$ cat src/rtl/clksel_pkg.sv
package clksel_pkg;
  localparam int DATA_W  = 32;
  localparam int RANGE_W = 4;
  localparam int AHB_W   = 4;
  localparam int APB_W   = 3;
  localparam int SEL_W   = 2;
  localparam int NUM_SRC = 2;

  localparam int CTRL_OFS = 'h00;
  localparam int CFG_OFS  = 'h08;
  localparam int PLL_OFS  = 'h0C;

  localparam int OSC_EN_BIT  = 0;
  localparam int OSC_RDY_BIT = 1;
  localparam int RANGE_LSB   = 4;
  localparam int PLL_EN_BIT  = 24;
  localparam int PLL_RDY_BIT = 25;

  localparam int SEL_LSB  = 0;
  localparam int STAT_LSB = 2;
  localparam int AHB_LSB  = 4;
  localparam int APB1_LSB = 8;
  localparam int APB2_LSB = 11;

  localparam logic [DATA_W-1:0] PLL_KEEP_MASK = 32'hFF0F7F33;

  localparam logic [SEL_W-1:0] SRC_OSC = 2'd0;
  localparam logic [SEL_W-1:0] SRC_PLL = 2'd3;

  function automatic logic [DATA_W-1:0] pack_ctrl(
    input logic osc_en, input logic osc_rdy, input logic [RANGE_W-1:0] range,
    input logic pll_en, input logic pll_rdy);
    logic [DATA_W-1:0] w;
    w = '0;
    w[OSC_EN_BIT]  = osc_en;
    w[OSC_RDY_BIT] = osc_rdy;
    w[RANGE_LSB +: RANGE_W] = range;
    w[PLL_EN_BIT]  = pll_en;
    w[PLL_RDY_BIT] = pll_rdy;
    return w;
  endfunction

  function automatic logic [DATA_W-1:0] pack_cfg(
    input logic [SEL_W-1:0] sel, input logic [SEL_W-1:0] stat,
    input logic [AHB_W-1:0] ahb, input logic [APB_W-1:0] apb1,
    input logic [APB_W-1:0] apb2);
    logic [DATA_W-1:0] w;
    w = '0;
    w[SEL_LSB  +: SEL_W] = sel;
    w[STAT_LSB +: SEL_W] = stat;
    w[AHB_LSB  +: AHB_W] = ahb;
    w[APB1_LSB +: APB_W] = apb1;
    w[APB2_LSB +: APB_W] = apb2;
    return w;
  endfunction

  function automatic logic [SEL_W-1:0] next_status(
    input logic [SEL_W-1:0] sel, input logic [SEL_W-1:0] cur,
    input logic osc_ok, input logic pll_ok);
    logic [SEL_W-1:0] n;
    n = cur;
    if (sel == SRC_OSC && osc_ok) n = SRC_OSC;
    if (sel == SRC_PLL && pll_ok) n = SRC_PLL;
    return n;
  endfunction
endpackage

$ cat src/rtl/clksel_rdy_flag.sv
module clksel_rdy_flag (
  input  logic clk,
  input  logic rst_n,
  input  logic en,
  input  logic rdy_in,
  output logic flag
);
  logic rdy_s;

  always_ff @(posedge clk or negedge rst_n) begin
    if (!rst_n) rdy_s <= 1'b0;
    else        rdy_s <= rdy_in;
  end

  assign flag = rdy_s & en;
endmodule

$ cat src/rtl/clksel_switch.sv
module clksel_switch import clksel_pkg::*; (
  input  logic             clk,
  input  logic             rst_n,
  input  logic [SEL_W-1:0] sel,
  input  logic             osc_ok,
  input  logic             pll_ok,
  output logic [SEL_W-1:0] status,
  output logic             switch_evt
);
  logic [SEL_W-1:0] status_nx;

  assign status_nx  = next_status(sel, status, osc_ok, pll_ok);
  assign switch_evt = (status_nx != status);

  always_ff @(posedge clk or negedge rst_n) begin
    if (!rst_n) status <= SRC_OSC;
    else        status <= status_nx;
  end
endmodule

$ cat src/rtl/clksel_pll_word.sv
module clksel_pll_word import clksel_pkg::*; #(
  parameter logic [DATA_W-1:0] KEEP = PLL_KEEP_MASK
) (
  input  logic              clk,
  input  logic              rst_n,
  input  logic              wr,
  input  logic              lock,
  input  logic [DATA_W-1:0] wdata,
  output logic [DATA_W-1:0] word,
  output logic              blocked
);
  logic accept;

  assign accept  = wr & ~lock;
  assign blocked = wr & lock;

  always_ff @(posedge clk or negedge rst_n) begin
    if (!rst_n)      word <= '0;
    else if (accept) word <= wdata & KEEP;
  end
endmodule

$ cat src/rtl/clksel_ctrl.sv
module clksel_ctrl import clksel_pkg::*; #(
  parameter int                 ADDR_W      = 8,
  parameter logic [RANGE_W-1:0] RANGE_RESET = 4'd6
) (
  input  logic              clk,
  input  logic              rst_n,
  input  logic [ADDR_W-1:0] bus_addr,
  input  logic              bus_we,
  input  logic [DATA_W-1:0] bus_wdata,
  output logic [DATA_W-1:0] bus_rdata,
  input  logic              osc_rdy_i,
  input  logic              pll_rdy_i,
  output logic              osc_en_o,
  output logic [RANGE_W-1:0] osc_range_o,
  output logic              pll_en_o,
  output logic [SEL_W-1:0]  src_status_o,
  output logic [AHB_W-1:0]  ahb_div_o,
  output logic [APB_W-1:0]  apb1_div_o,
  output logic [APB_W-1:0]  apb2_div_o,
  output logic [DATA_W-1:0] pll_cfg_o
);
  localparam logic [ADDR_W-1:0] A_CTRL = ADDR_W'(CTRL_OFS);
  localparam logic [ADDR_W-1:0] A_CFG  = ADDR_W'(CFG_OFS);
  localparam logic [ADDR_W-1:0] A_PLL  = ADDR_W'(PLL_OFS);

  logic               osc_en_q;
  logic [RANGE_W-1:0] range_q;
  logic               pll_en_q;
  logic [SEL_W-1:0]   sel_q;
  logic [AHB_W-1:0]   ahb_q;
  logic [APB_W-1:0]   apb1_q;
  logic [APB_W-1:0]   apb2_q;
  logic [SEL_W-1:0]   status;
  logic [DATA_W-1:0]  pll_word;

  logic wr_ctrl, wr_cfg, wr_pll;
  logic pll_off_blocked, pll_cfg_blocked, switch_evt;
  logic osc_flag, pll_flag;

  logic [NUM_SRC-1:0] en_vec, rdy_vec, flag_vec;

  assign wr_ctrl = bus_we && (bus_addr == A_CTRL);
  assign wr_cfg  = bus_we && (bus_addr == A_CFG);
  assign wr_pll  = bus_we && (bus_addr == A_PLL);

  assign pll_off_blocked = wr_ctrl && !bus_wdata[PLL_EN_BIT] && pll_en_q &&
                           (status == SRC_PLL);

  always_ff @(posedge clk or negedge rst_n) begin
    if (!rst_n) begin
      osc_en_q <= 1'b1;
      range_q  <= RANGE_RESET;
      pll_en_q <= 1'b0;
    end else if (wr_ctrl) begin
      osc_en_q <= bus_wdata[OSC_EN_BIT];
      range_q  <= bus_wdata[RANGE_LSB +: RANGE_W];
      pll_en_q <= bus_wdata[PLL_EN_BIT] | pll_off_blocked;
    end
  end

  always_ff @(posedge clk or negedge rst_n) begin
    if (!rst_n) begin
      sel_q  <= SRC_OSC;
      ahb_q  <= '0;
      apb1_q <= '0;
      apb2_q <= '0;
    end else if (wr_cfg) begin
      sel_q  <= bus_wdata[SEL_LSB  +: SEL_W];
      ahb_q  <= bus_wdata[AHB_LSB  +: AHB_W];
      apb1_q <= bus_wdata[APB1_LSB +: APB_W];
      apb2_q <= bus_wdata[APB2_LSB +: APB_W];
    end
  end

  assign en_vec  = {pll_en_q, osc_en_q};
  assign rdy_vec = {pll_rdy_i, osc_rdy_i};

  for (genvar s = 0; s < NUM_SRC; s++) begin : g_rdy
    clksel_rdy_flag u_flag (
      .clk    (clk),
      .rst_n  (rst_n),
      .en     (en_vec[s]),
      .rdy_in (rdy_vec[s]),
      .flag   (flag_vec[s])
    );
  end

  assign osc_flag = flag_vec[0];
  assign pll_flag = flag_vec[1];

  clksel_switch u_switch (
    .clk        (clk),
    .rst_n      (rst_n),
    .sel        (sel_q),
    .osc_ok     (osc_flag),
    .pll_ok     (pll_flag),
    .status     (status),
    .switch_evt (switch_evt)
  );

  clksel_pll_word u_pll (
    .clk     (clk),
    .rst_n   (rst_n),
    .wr      (wr_pll),
    .lock    (pll_en_q),
    .wdata   (bus_wdata),
    .word    (pll_word),
    .blocked (pll_cfg_blocked)
  );

  always_comb begin
    bus_rdata = '0;
    if (bus_addr == A_CTRL)
      bus_rdata = pack_ctrl(osc_en_q, osc_flag, range_q, pll_en_q, pll_flag);
    else if (bus_addr == A_CFG)
      bus_rdata = pack_cfg(sel_q, status, ahb_q, apb1_q, apb2_q);
    else if (bus_addr == A_PLL)
      bus_rdata = pll_word;
  end

  assign osc_en_o     = osc_en_q;
  assign osc_range_o  = range_q;
  assign pll_en_o     = pll_en_q;
  assign src_status_o = status;
  assign ahb_div_o    = ahb_q;
  assign apb1_div_o   = apb1_q;
  assign apb2_div_o   = apb2_q;
  assign pll_cfg_o    = pll_word;
endmodule

$ cat config.mk
export PLATFORM = sky130hd
export DESIGN_NAME = clksel_ctrl
export DESIGN_NICKNAME = d
export VERILOG_FILES = /design/src/rtl/clksel_pkg.sv /design/src/rtl/clksel_rdy_flag.sv /design/src/rtl/clksel_switch.sv /design/src/rtl/clksel_pll_word.sv /design/src/rtl/clksel_ctrl.sv
export SDC_FILE = /design/constraint.sdc
export NUM_CORES = 1
export LEC_CHECK = 0
export BUFFER_PORTS_ARGS = -buffer_cell sky130_fd_sc_hd__buf_2
export CAP_MARGIN = 20
export CORE_MARGIN = 2
export CORE_UTILIZATION = 45
export CTS_BUF_LIST = sky130_fd_sc_hd__clkbuf_4 sky130_fd_sc_hd__clkbuf_8
export DETAILED_ROUTE_END_ITERATION = 6
export PLACE_DENSITY = 0.89
export SYNTH_ARGS = -nofsm -noshare
export SYNTH_HDL_FRONTEND = slang
export SYNTH_SLANG_ARGS = --single-unit
$ cat constraint.sdc
create_clock -name clk -period 3.7 [get_ports clk]
set_input_delay 0.74 -clock clk [delete_from_list [all_inputs] [get_ports clk]]
set_output_delay 0.74 -clock clk [all_outputs]
set_load 0.01 [all_outputs]
==> run summary <==
Nets - 328
Setup CP Type - primary input to output port
Initial antenna violation count - 0
Cts hold-fix bufs - 0
CP Launch Type - primary input
Metal3 WL - 401 um
Clock latency at the later pin of the worst-skew pair - 0.29 ns
M1 WL - 2110 um
Dpl cell area - 2760 um^2
Largest stage delay on the critical path - 0.63 ns
Bufs on Longest Clock Path - 2
Non-Filler Instances - 351
Slew Limit Headroom - 0.343
Slowest-stage cell, CP - nor4_1
Yosys top cell area share - 0.450
Worst EP required - 2.96 ns
Root buf cell - clkbuf_8
Syn_area_per_cell - 12.6 um^2
Hold Slack - 0.528 ns
1st-iter DRT viols - 72
RSZ-0062 raised after global routing - no
Simple-Gate Fraction of Synth Area - 0.119
CP Capture Type - output port
Die area - 5650 um^2
Maximum fanout along the worst path - 7
CP Data Arrival Time - 2.39 ns
Area Growth Syn to Fin - 25.1%
# rows - 25
# DRC - 0
Combinational family with the most area after synthesis - multiplexers
XOR/XNOR share of the synthesized area - 0
Post-DP HPWL - 3790 um
PostCTS Resize Cnt - 0
Synthesized netlist cell count - 181
P_leak - 1.66 nW
Final hold vios - 0
Die X - 75.2 um
Clock Skews - 0.00190 ns
Vias in the first global route - 1,652
Final worst-path cycle share - 0.847
Compound-Gate Fraction of Synth Area - 0.0280
PortBufs - 105
Average wire per standard cell - 14.6 um
H-tree depth - 2
CP most frequent cell - buf_2
Status - completed
CP delay by family, top - simple AND/OR/NAND/NOR gates
Maxcap violations - 0
Drt first pass iters - 4
First-pass GRT wire length - 7780 um
Setup bufs post-CTS - 0
Boundary Pins - 127
Top Metal Used - met4
Starting Density - 0.474
Share of cells above drive strength 1 - 0.574
Period minus WS final - 3.13 ns
Final Cell Area - 2850 um^2
Synth top area cells - dfrtp_1 45%, mux2_4 13%, mux2_2 9.9%, buf_4 5.3%, mux2i_1 4.8%
Largest net degree at the start of global routing - 45
PD cells - 332 nW/um^2
Mux cell area share after synthesis - 0.279
Fmax - 0.319 GHz
Antenna-violating nets left - 0
Seq/Total Area, Yosys - 0.484
Setup ws final - 0.566 ns
Post-Place Setup Slack - 0.556 ns
Setup TNS Final - 0 ns
Via-to-Cell Ratio - 4.84
Via count - 1,698
CTS tree - done
Area leader, netlist - dfrtp_1
Post-synth design cell area - 2280 um^2
Placed cells - 343
GRT Residual Overflow - 0
Die height - 75.2 um
Worst-path clk slew - 0.08 ns
Hold WC Path Type - flop to flop
Adder-cell share of the synthesized area - 0
Total CTS buffers - 5
Diode count - 0
CP bufs+invs - 2
Final Setup Violations - 0
Core footprint - 4820 um^2
Wire length on met2 - 2600 um
Clk sinks - 44
Highest ir drop seen on vdd - 0.000167 V
WL final - 5130 um
Crit-path cells - buf_2 -> nor4_1 -> nand3_1 -> nor3b_1 -> buf_2
Slew Limit Fails - 0
RePlAce Congestion - 0.746
Synth Register Bits - 44
Slew at the pin with the worst max-slew slack - 0.986 ns
Yosys cell types - 33
Yosys warnings - 0
Total GRT Usage - 0.183
-- cell families (layout without fill, tap and decap cells) --
logic type	count (synthesis)	in the layout
other cells	1	14
flops	44	44
mux	51	51
simple gates	48	48
buf+inv	27	117
compound gates	10	10
-- synth_stat cells --
cell type / number
mux2_4: 20
mux2_2: 20
a21oi_1: 5
nand4_1: 2
a32oi_1: 1
a21o_1: 1
nor4_1: 1
a31oi_1: 1
a22oi_1: 1
nand3b_1: 2
nand2_1: 6
inv_1: 2
clkbuf_1: 3
buf_1: 3
dfstp_2: 3
and2_1: 11
nor2b_1: 1
nor3_1: 2
nor4b_1: 1
or2_2: 3
o2bb2ai_1: 1
buf_12: 2
mux2i_1: 11
nor2_1: 12
and2_0: 1
conb_1: 1
buf_4: 16
buf_6: 1
or4_4: 2
nand3_1: 2
dfrtp_1: 41
nand4bb_1: 1
nor3b_1: 1
-- sequential cells by signal, summed over array words and instances (netlist names) --
register,count
u_pll.word,23
ahb_div_o,4
osc_range_o,4
apb1_div_o,3
apb2_div_o,3
g_rdy.u_flag.rdy_s,2
sel_q,2
osc_en_o,1
pll_en_o,1
u_switch.status,1
-- worst register-to-register path: cells and delay by family, from the launching register on --
kind / cells / cell delay (ns)
multiplexers: 1 / 0.39
AND/OR/NAND/NOR: 1 / 0.80
flip-flops: 1 / 0.45
-- through the flow --
stage                      util  total power [mW]
final                     0.592             0.948
after floorplan               -             0.600
after CTS                 0.592             0.964
after global placement    0.573             0.646
after detailed placement  0.573             0.651
after global routing      0.592             0.989
-- where the power goes --
part | internal, mW | total (mW) | switching (mW)
Sequential | 0.504 | 0.521 | 0.0170
Combinational | 0.0584 | 0.119 | 0.0603
Clock | 0.149 | 0.308 | 0.159
-- cell type report --
type | instances | area, um^2
multi-input cells | 123 | 1020
fillers | 420 | 1960
flip-flops and latches | 44 | 1100
clock buffers | 6 | 82.6
inverters | 2 | 7.51
repair buffers | 107 | 541
well taps | 67 | 83.8
clock inverters | 2 | 10.0
-- layout by cell type (no fill, tap or decap), types with 3 or more instances in the layout --
master	count
nand2_1	6
mux2i_1	11
dfrtp_1	41
clkbuf_8	6
buf_2	105
mux2_4	20
conb_1	14
a21oi_1	5
mux2_2	20
nor2_1	12
dfstp_2	3
or2_2	3
and2_1	11
-- path summary, 6_finish.rpt --
| path | start | to | slack [ns] | depth (start not counted) |
|---|---|---|---|---|
| setup / recovery | bus_addr[1] | bus_rdata[2] | 0.57 | 5 |
| hold / removal | u_pll.word[28] | u_pll.word[28] | 0.53 | 1 |
| setup reg to reg | pll_en_o | u_pll.word[30] | 1.96 | 2 |
| hold reg to reg | u_pll.word[28] | u_pll.word[28] | 0.53 | 1 |
| max in group asynchronous | rst_n | u_pll.word[19] | 2.48 | 1 |
| min in group asynchronous | rst_n | u_pll.word[14] | 0.59 | 1 |
-- layer usage --
metal,up-vias,global-route usage
met5,-,0
met4,0,0.0409
met3,2,0.0656
met2,70,0.313
met1,825,0.224
li1,801,-
Power figures use the tool's default switching activity.
